--- src/rtl/xangle_watch.sv ---
module xangle_watch #(
  parameter int NV = 6,
  parameter int AW = 12,
  localparam int IW = (NV > 1) ? $clog2(NV) : 1
) (
  input  logic          clk,
  input  logic          rst_n,
  input  logic [AW-1:0] phase,
  input  logic [NV-1:0] zc,
  input  logic [NV-1:0] vpos,
  input  logic [NV-1:0] cond,
  input  logic [AW-1:0] min_angle,
  input  logic          clr,
  output logic [AW-1:0] gamma,
  output logic [IW-1:0] gidx,
  output logic          fail,
  output logic          vld
);
  localparam logic [AW-1:0] SAT = {1'b1, {(AW-1){1'b0}}};

  logic [AW-1:0] start_q [NV];
  logic [AW-1:0] elap_q  [NV];
  logic [AW-1:0] cur     [NV];
  logic [NV-1:0] open_q, close_v, short_v, low_v;

  for (genvar g = 0; g < NV; g++) begin : g_valve
    logic [AW-1:0] diff;
    assign diff       = phase - start_q[g];
    assign cur[g]     = (elap_q[g] == SAT || diff >= SAT) ? SAT : diff;
    assign short_v[g] = open_q[g] & cond[g] & ~zc[g];
    assign close_v[g] = open_q[g] & vpos[g] & ~cond[g] & ~zc[g];
    assign low_v[g]   = close_v[g] & (cur[g] < min_angle);

    always_ff @(posedge clk) begin
      if (!rst_n) begin
        open_q[g]  <= 1'b0;
        start_q[g] <= '0;
        elap_q[g]  <= '0;
      end else if (zc[g]) begin
        open_q[g]  <= 1'b1;
        start_q[g] <= phase;
        elap_q[g]  <= '0;
      end else if (open_q[g]) begin
        elap_q[g] <= cur[g];
        if (vpos[g] || cond[g]) open_q[g] <= 1'b0;
      end
    end
  end

  logic          hit;
  logic [IW-1:0] sel;
  logic [AW-1:0] sel_ang;

  always_comb begin
    hit     = |close_v;
    sel     = '0;
    sel_ang = '0;
    for (int i = NV - 1; i >= 0; i--) begin
      if (close_v[i]) begin
        sel     = IW'(i);
        sel_ang = cur[i];
      end
    end
  end

  always_ff @(posedge clk) begin
    if (!rst_n) begin
      gamma <= '0;
      gidx  <= '0;
      vld   <= 1'b0;
      fail  <= 1'b0;
    end else begin
      vld <= hit;
      if (hit) begin
        gamma <= sel_ang;
        gidx  <= sel;
      end
      if (|short_v || |low_v) fail <= 1'b1;
      else if (clr)           fail <= 1'b0;
    end
  end
endmodule

--- config.mk ---
export PLATFORM = sky130hd
export DESIGN_NAME = xangle_watch
export DESIGN_NICKNAME = d
export VERILOG_FILES = /design/src/rtl/xangle_watch.sv
export SDC_FILE = /design/constraint.sdc
export NUM_CORES = 1
export LEC_CHECK = 0
export ABC_AREA = 1
export BUFFER_PORTS_ARGS = -buffer_cell sky130_fd_sc_hd__buf_4
export CORE_MARGIN = 4
export CORE_UTILIZATION = 55
export DETAILED_ROUTE_END_ITERATION = 8
export HOLD_SLACK_MARGIN = 0.03
export PLACE_DENSITY = 0.85
export REMOVE_ABC_BUFFERS = 1
export SLEW_MARGIN = 20
export SYNTH_ARGS = -nofsm -noshare
export SYNTH_HDL_FRONTEND = slang
export SYNTH_SLANG_ARGS = --single-unit
export TNS_END_PERCENT = 100
--- constraint.sdc ---
create_clock -name clk -period 5.66 [get_ports clk]
set_input_delay 1.132 -clock clk [delete_from_list [all_inputs] [get_ports clk]]
set_output_delay 1.132 -clock clk [all_outputs]
set_load 0.02 [all_outputs]
Yosys cells after proc, flatten, opt, wreduce, memory -nomap -nowiden
Memories as Yosys holds them, arrays and structs flattened.
Index checks and enable logic that the tools add are counted.
{"block": "classes", "magnitude_cmp": 12, "add_sub_neg": 6, "reduce_logical": 17, "eq_ne": 6, "n_bitwise": 66, "n_mux": 99}
{"op": "two-way mux 12 bit", "n": 30}
{"op": "== test 12 bit, second input constant", "n": 6}
{"op": ">= comparator 12 bit, second input constant", "n": 6}
{"op": "less-than comparator 12 bit", "n": 6}
{"op": "subtractor 12 bit", "n": 6}
{"op": "two-way mux 1 bit", "n": 63}
{"op": "bitwise AND 1 bit", "n": 36}
{"op": "two-way mux 3 bit", "n": 6}
{"op": "bitwise OR 1 bit", "n": 18}
{"op": "OR reduction 6 bit", "n": 3}
{"op": "logical OR 1 bit", "n": 13}
{"op": "NOT 1 bit", "n": 12}
{"op": "nonzero test 2 bit", "n": 1}
{"block": "totals", "ramBits": 144, "in_bits": 45, "regBits": 23, "memories": 2}
{"name": "elap_q", "words": 6, "word_bits": 12, "rd": 6, "rd_clocked_by_memory_dff": 0, "wr": 6, "line_no": "22", "source": "logic [AW-1:0] elap_q [NV];"}
{"name": "start_q", "words": 6, "word_bits": 12, "rd": 6, "rd_clocked_by_memory_dff": 0, "wr": 6, "line_no": "21", "source": "logic [AW-1:0] start_q [NV];"}

Logic depth before layout (Yosys ltp)
Gate-level depths: netlist of the first run.
{"block": "logic_depth", "ltp_word": 10, "depth_mapped": 24}

Worst setup path before layout of the first run
OpenSTA, ideal clock, no wires.
{"block": "synth_path", "kind": "in2reg", "start": "input phase[0]", "end": "register fail", "t_arrival_ns": 3.906, "n_path_buf": 0, "setup_slack_ns": 1.682, "stages": 19, "required_ns": 5.588, "cell_sequence": "inv_1 ha_1 inv_1 fa_1 nand3_1 nand2_1 a21boi_0 o21ai_0 xor2_1 nand2_1 inv_1 ha_1 nand2_1 o21ai_0 a2111oi_0 nand2_1 nand2_1 nor2_1 a21oi_1"}
{"item": "start, declared", "line_no": "8", "source": "input logic [AW-1:0] phase,"}
{"item": "end signal, assigned", "line_no": "71", "source": "fail <= 1'b0;"}
{"item": "end signal, assigned", "line_no": "78", "source": "if (|short_v || |low_v) fail <= 1'b1;"}
{"item": "end signal, assigned", "line_no": "79", "source": "else if (clr) fail <= 1'b0;"}
{"item": "end, declared", "line_no": "16", "source": "output logic fail,"}

==> results.sh, run 1 <==
export IMPL_skew_ns=0.00858
export IMPL_pre_cts_ws_ns=0.904
export IMPL_place_area_mm2=0.0127
export IMPL_path_delay_family="compound AO/OA/AOI/OAI gates"
export IMPL_vdd_ir_drop_max_mv=0.211
export IMPL_grt_pass1_vias=9837
export IMPL_tns_ns=0
export IMPL_maxCapViolCount=0
export IMPL_slew_viol_final=0
export IMPL_rsz0062_at_grt="false"
export IMPL_clock_latency_ns=0.44
export IMPL_crit_required_ns=6.02
export IMPL_netlist_instances=1478
export IMPL_clk_pin_slew_ns=0.07
export IMPL_period_minus_slack_ns=4.37
export IMPL_powerDensity_mw_per_mm2=292
export IMPL_ys_types=56
export IMPL_cpPeakStageDelay_ns=0.46
export IMPL_place_congestion=1.01
export IMPL_hold_ws_ns=0.455
export IMPL_final_area_mm2=0.0133
export IMPL_synth_cell_area_mm2=0.0120
export IMPL_die_h_um=156
export IMPL_synth_area_top_cells="edfxtp_1 (36%), ha_1 (14%), nand2_1 (9.6%)"
export IMPL_vias=10583
export IMPL_synthToLayoutAreaGrowth_pct=10.8
export IMPL_yosysMostFrequentCell="nand2_1"
export IMPL_critical_path_class="in -> reg"
export IMPL_cts_inserted_buffers=17
export IMPL_crit_path_frequent_cell="nand2_1"
export IMPL_worst_pin_slew_ns=0.920
export IMPL_clockBufferDepth=2
export IMPL_max_freq_ghz=0.229
export IMPL_cts_hold_buf=0
export IMPL_finalHoldViolCount=0
export IMPL_num_antenna_cells=0
export IMPL_cts_sinks=167
export IMPL_async_reset_ff_frac=0
export IMPL_core_area_mm2=0.0213
export IMPL_grt_max_degree=24
export IMPL_drtAntennaViolNets=0
export IMPL_cts_tree="yes"
export IMPL_hp_class="reg -> reg"
export IMPL_grt_pass1_wl_mm=53.0
export IMPL_overflow=0
export IMPL_synth_top_cell_by_area="edfxtp_1"
export IMPL_rows=53
export IMPL_whs_path_depth=2
export IMPL_grt_total_usage=0.285
export IMPL_post_cts_resized=0
export IMPL_period_share=0.772
export IMPL_crit_chain="buf_4, inv_1, ha_1, inv_1, fa_1, nand3_1, nand2_1, a21boi_0, o21ai_0, xor2_1, nand2_1, inv_1, ha_1, nand2_1, o21ai_0, a2111oi_0, nand2_1, nand2_1, nor2_1, a21oi_1"
export IMPL_crit_slowest_cell="a2111oi_0"
export IMPL_p_total_mw=3.89
export IMPL_die_w_um=156
export IMPL_antenna_found_initial=0
export IMPL_wl_per_cell_um=19.0
export IMPL_r2r_start="start_q[0][2]"
export IMPL_synth_commonest_cells="nand2_1 (308), inv_1 (259), nor2_1 (192)"
export IMPL_leakagePower_nw=6.59
export IMPL_worst_slack_ns=1.29
export IMPL_crit_fanout=12
export IMPL_die_area_mm2=0.0243
export IMPL_final_nets=1719
export IMPL_r2r_end="fail"
export IMPL_min_to="gamma[4]"
export IMPL_critPathCaptureType="register"
export IMPL_synth_edf_count=144
export IMPL_initial_core_util=0.566
export IMPL_ff2ff_setup_slack_ns=2.25
export IMPL_hp_start="gamma[4]"
export IMPL_post_dp_hpwl_mm=26.6
export IMPL_finalSetupViolations=0
export IMPL_postCtsSetupRepairBufs=0
export IMPL_cp_arrival_ns=4.73
export IMPL_dp_cells=1792
export IMPL_yosysWarningCount=0
export IMPL_htreeDepth=4
export IMPL_startpoint_type="input port"
export IMPL_avgSynthCellArea_um2=8.15
export IMPL_outcome="complete, no violations"
export IMPL_ys_flop_type="edfxtp_1"
export IMPL_yosysSeqAreaShare=0.397
export IMPL_critPathBufInv=4
export IMPL_drive_gt1_frac=0.0891
export IMPL_slew_headroom=0.386
export IMPL_r2r_cells=19
export IMPL_io_pins=62
export IMPL_drt_iter0_drc=1499
export IMPL_drc_errors=0
export IMPL_ys_ff_latch=167
export IMPL_synth_top_area_share=0.359
export IMPL_wl_mm=34.7
export IMPL_fin_util=0.627
export IMPL_drtPass1Iterations=7
export IMPL_final_cells=1824
export IMPL_via_per_inst=5.80
export IMPL_port_buffer_count=61
export IMPL_clock_root_buffer="clkbuf_16"
## flip-flops by register name, indices dropped and copies added (netlist names)
register / count
start_q: 72
gidx: 3
vld: 1
open_q: 6
fail: 1
elap_q: 72
gamma: 12
## power breakdown
part           switching [mW]  leakage (nW)  internal [mW]
Combinational           0.830          4.50          0.405
Sequential             0.0279          1.78           1.43
Clock                   0.523         0.300          0.681
## cells in the final DEF, fill, tap and decap left out, types with 8 or more instances in the layout
| master | count |
|---|---|
| clkbuf_16 | 17 |
| nor4_1 | 18 |
| nand4_1 | 18 |
| xnor2_1 | 19 |
| buf_4 | 62 |
| nor2_1 | 192 |
| o22ai_1 | 11 |
| dfxtp_1 | 23 |
| o21ai_1 | 8 |
| ha_1 | 132 |
| nand2_2 | 9 |
| inv_1 | 259 |
| o21ai_0 | 28 |
| nand3_1 | 46 |
| xor2_1 | 35 |
| a21oi_1 | 85 |
| nor3_1 | 22 |
| nand2_1 | 308 |
| edfxtp_1 | 144 |
| o2111ai_1 | 8 |
## worst max-delay path by stage
stage / start / to / cells past startpoint
finish: phase[0] / fail / 20
global route: phase[0] / fail / 20
CTS: phase[0] / fail / 20
detailed placement: phase[0] / fail / 20
global placement: phase[0] / fail / 20
floorplan: phase[0] / fail / 19
## cells by family (layout without fill, tap and decap cells)
group	count (synthesis)	after routing	synth area share
flip-flops	167	167	0.397
XOR/XNOR	54	54	0.0393
AND/OR/NAND/NOR	642	642	0.228
buffers and inverters	289	360	0.0924
AO/OA/AOI/OAI	188	188	0.0957
adder cells (fa/ha/maj)	138	138	0.147
## metal layers
metal | share of wire | vias to the layer above | GRT usage | wire, um
met2 | 0.44 | 650 | 0.444 | 15300
met4 | 0.036 | 0 | 0.104 | 1250
li1 | - | 5001 | - | -
met1 | 0.42 | 4835 | 0.406 | 14500
met5 | 0 | - | 0 | 0
met3 | 0.10 | 97 | 0.0430 | 3640
## tightest hold or removal path, stage by stage, from the launching register on
cell,delay (ns)
dfxtp_1,0.31
nand2_1,0.06
nand2_1,0.05
## layout make-up
class / count / area [um2]
Clock inverter: 13 / 144
Tap cell: 275 / 344
Clock buffer: 19 / 453
Sequential cell: 167 / 4780
Inverter: 266 / 1010
Fill cell: 1810 / 7950
Timing Repair Buffer: 62 / 465
Multi-Input combinational cell: 1022 / 6140
Note: power is estimated with default switching activity, not from simulation.
==> run 2: changes to the inputs <==
==> constraint.sdc (replaced) <==
create_clock -name clk -period 4.3 [get_ports clk]
set_input_delay 0.86 -clock clk [delete_from_list [all_inputs] [get_ports clk]]
set_output_delay 0.86 -clock clk [all_outputs]
set_load 0.02 [all_outputs]
==> run 2 against run 1 <==
Against the previous run: register-to-register slack lost 1.5 ns; hold slack lost 0.00081 ns; sequential power grew 32%; highest routed layer unchanged.
==> results.sh, run 2 (synthesized netlist as in run 1, its figures left out) <==
export IMPL_outcome="complete, no violations"
export IMPL_antenna_found_initial=0
export IMPL_tns_ns=0
export IMPL_clk_pin_slew_ns=0.08
export IMPL_drive_gt1_frac=0.0932
export IMPL_num_antenna_cells=0
export IMPL_final_cells=1831
export IMPL_critPathCaptureType="register"
export IMPL_drt_iter0_drc=1540
export IMPL_finalSetupViolations=0
export IMPL_pre_cts_ws_ns=0.0895
export IMPL_skew_ns=0.0175
export IMPL_slew_headroom=0.427
export IMPL_final_nets=1726
export IMPL_post_dp_hpwl_mm=26.9
export IMPL_startpoint_type="input port"
export IMPL_worst_slack_ns=0.448
export IMPL_postCtsSetupRepairBufs=0
export IMPL_drc_errors=0
export IMPL_final_common_cell="nand2_1"
export IMPL_period_minus_slack_ns=3.85
export IMPL_critPathBufInv=5
export IMPL_rsz0062_at_grt="false"
export IMPL_wl_mm=34.6
export IMPL_post_cts_resized=0
export IMPL_hp_class="reg -> reg"
export IMPL_max_freq_ghz=0.260
export IMPL_clock_root_buffer="clkbuf_16"
export IMPL_cts_sinks=167
export IMPL_slew_viol_final=0
export IMPL_final_cell_mix="nand2_1 (308), inv_1 (259), nor2_1 (192)"
export IMPL_largestRegisters="elap_q x72, start_q x72, gamma x12"
export IMPL_rows=53
export IMPL_crit_chain="buf_4, inv_1, buf_4, ha_1, fa_1, inv_1, nand3_1, nand2_1, nand2_1, o211ai_1, nand2_1, nand2_1, a21oi_1, xnor2_1, inv_1, nor2_1, ha_1, nand4_1, o22ai_1, a211oi_1, nand2_1, a21oi_1, nor2_1, a21oi_1"
export IMPL_cts_hold_buf=0
export IMPL_dp_cells=1799
export IMPL_clockBufferDepth=2
export IMPL_crit_slowest_cell="fa_1"
export IMPL_die_h_um=156
export IMPL_wl_per_cell_um=18.9
export IMPL_core_area_mm2=0.0213
export IMPL_drtAntennaViolNets=0
export IMPL_p_total_mw=5.14
export IMPL_finalHoldViolCount=0
export IMPL_synthToLayoutAreaGrowth_pct=11.1
export IMPL_die_area_mm2=0.0243
export IMPL_grt_pass1_vias=9907
export IMPL_cpPeakStageDelay_ns=0.41
export IMPL_grt_total_usage=0.284
export IMPL_critical_path_class="in -> reg"
export IMPL_path_delay_family="compound AO/OA/AOI/OAI gates"
export IMPL_die_w_um=156
export IMPL_wl_met2_mm=15.5
export IMPL_cts_inserted_buffers=17
export IMPL_period_share=0.896
export IMPL_overflow=0
export IMPL_cts_tree="yes"
export IMPL_vdd_ir_drop_max_mv=0.214
export IMPL_worst_pin_slew_ns=0.858
export IMPL_htreeDepth=4
export IMPL_crit_required_ns=4.66
export IMPL_io_pins=62
export IMPL_leakagePower_nw=6.60
export IMPL_highest_layer="met4"
export IMPL_port_buffer_count=61
export IMPL_powerDensity_mw_per_mm2=384
export IMPL_clock_latency_ns=0.45
export IMPL_initial_core_util=0.566
export IMPL_grt_pass1_wl_mm=52.9
export IMPL_cp_arrival_ns=4.22
export IMPL_met3_length_mm=3.37
export IMPL_place_congestion=1.04
export IMPL_routedLengthMet1_mm=14.4
export IMPL_crit_path_frequent_cell="nand2_1"
export IMPL_crit_fanout=11
export IMPL_vias=10629
export IMPL_drtPass1Iterations=8
export IMPL_maxCapViolCount=0
export IMPL_via_per_inst=5.81
export IMPL_grt_max_degree=24
==> run 2: tightest hold or removal path, delay by kind of cell (launching register included) <==
kind	cells	cell delay [ns]
AND/OR/NAND/NOR	2	0.10
flip-flops	1	0.32
==> run 2: area by class of cell <==
cell class / count / area (um2)
clock buffer: 17 / 425
clock inverter: 15 / 160
fill: 1778 / 7910
inverter: 266 / 1010
multi-input combinational: 1022 / 6140
sequential: 167 / 4780
tap: 275 / 344
timing repair buffer: 69 / 518
==> run 2: path summary, 6_finish.rpt <==
kind,from,endpoint,slack (ns),cells past startpoint
hold / removal,gamma[1],gamma[1],0.45,2
setup / recovery,phase[0],fail,0.45,24
hold reg to reg,gamma[1],gamma[1],0.45,2
setup reg to reg,start_q[0][2],fail,0.76,19
==> run 2: stage by stage <==
| stage | hold WS, ns | util | instance area, um2 |
|---|---|---|---|
| after floorplan | 0.466 | - | 11900 |
| after global placement | 0.441 | 0.601 | 12800 |
| after detailed placement | 0.441 | 0.601 | 12800 |
| after CTS | 0.455 | 0.629 | 13400 |
| after global routing | 0.480 | 0.629 | 13400 |
| final | 0.454 | 0.629 | 13400 |
==> run 2: power breakdown <==
| group | internal (mW) | switching, mW | total, mW |
|---|---|---|---|
| registers | 1.88 | 0.0361 | 1.91 |
| logic | 0.547 | 1.10 | 1.64 |
| clock network | 0.824 | 0.757 | 1.58 |
==> run 2: layer usage <==
metal	track usage	vias up
li1	-	5015
met1	0.393	4930
met2	0.454	583
met3	0.0408	101
met4	0.111	0
met5	0	-
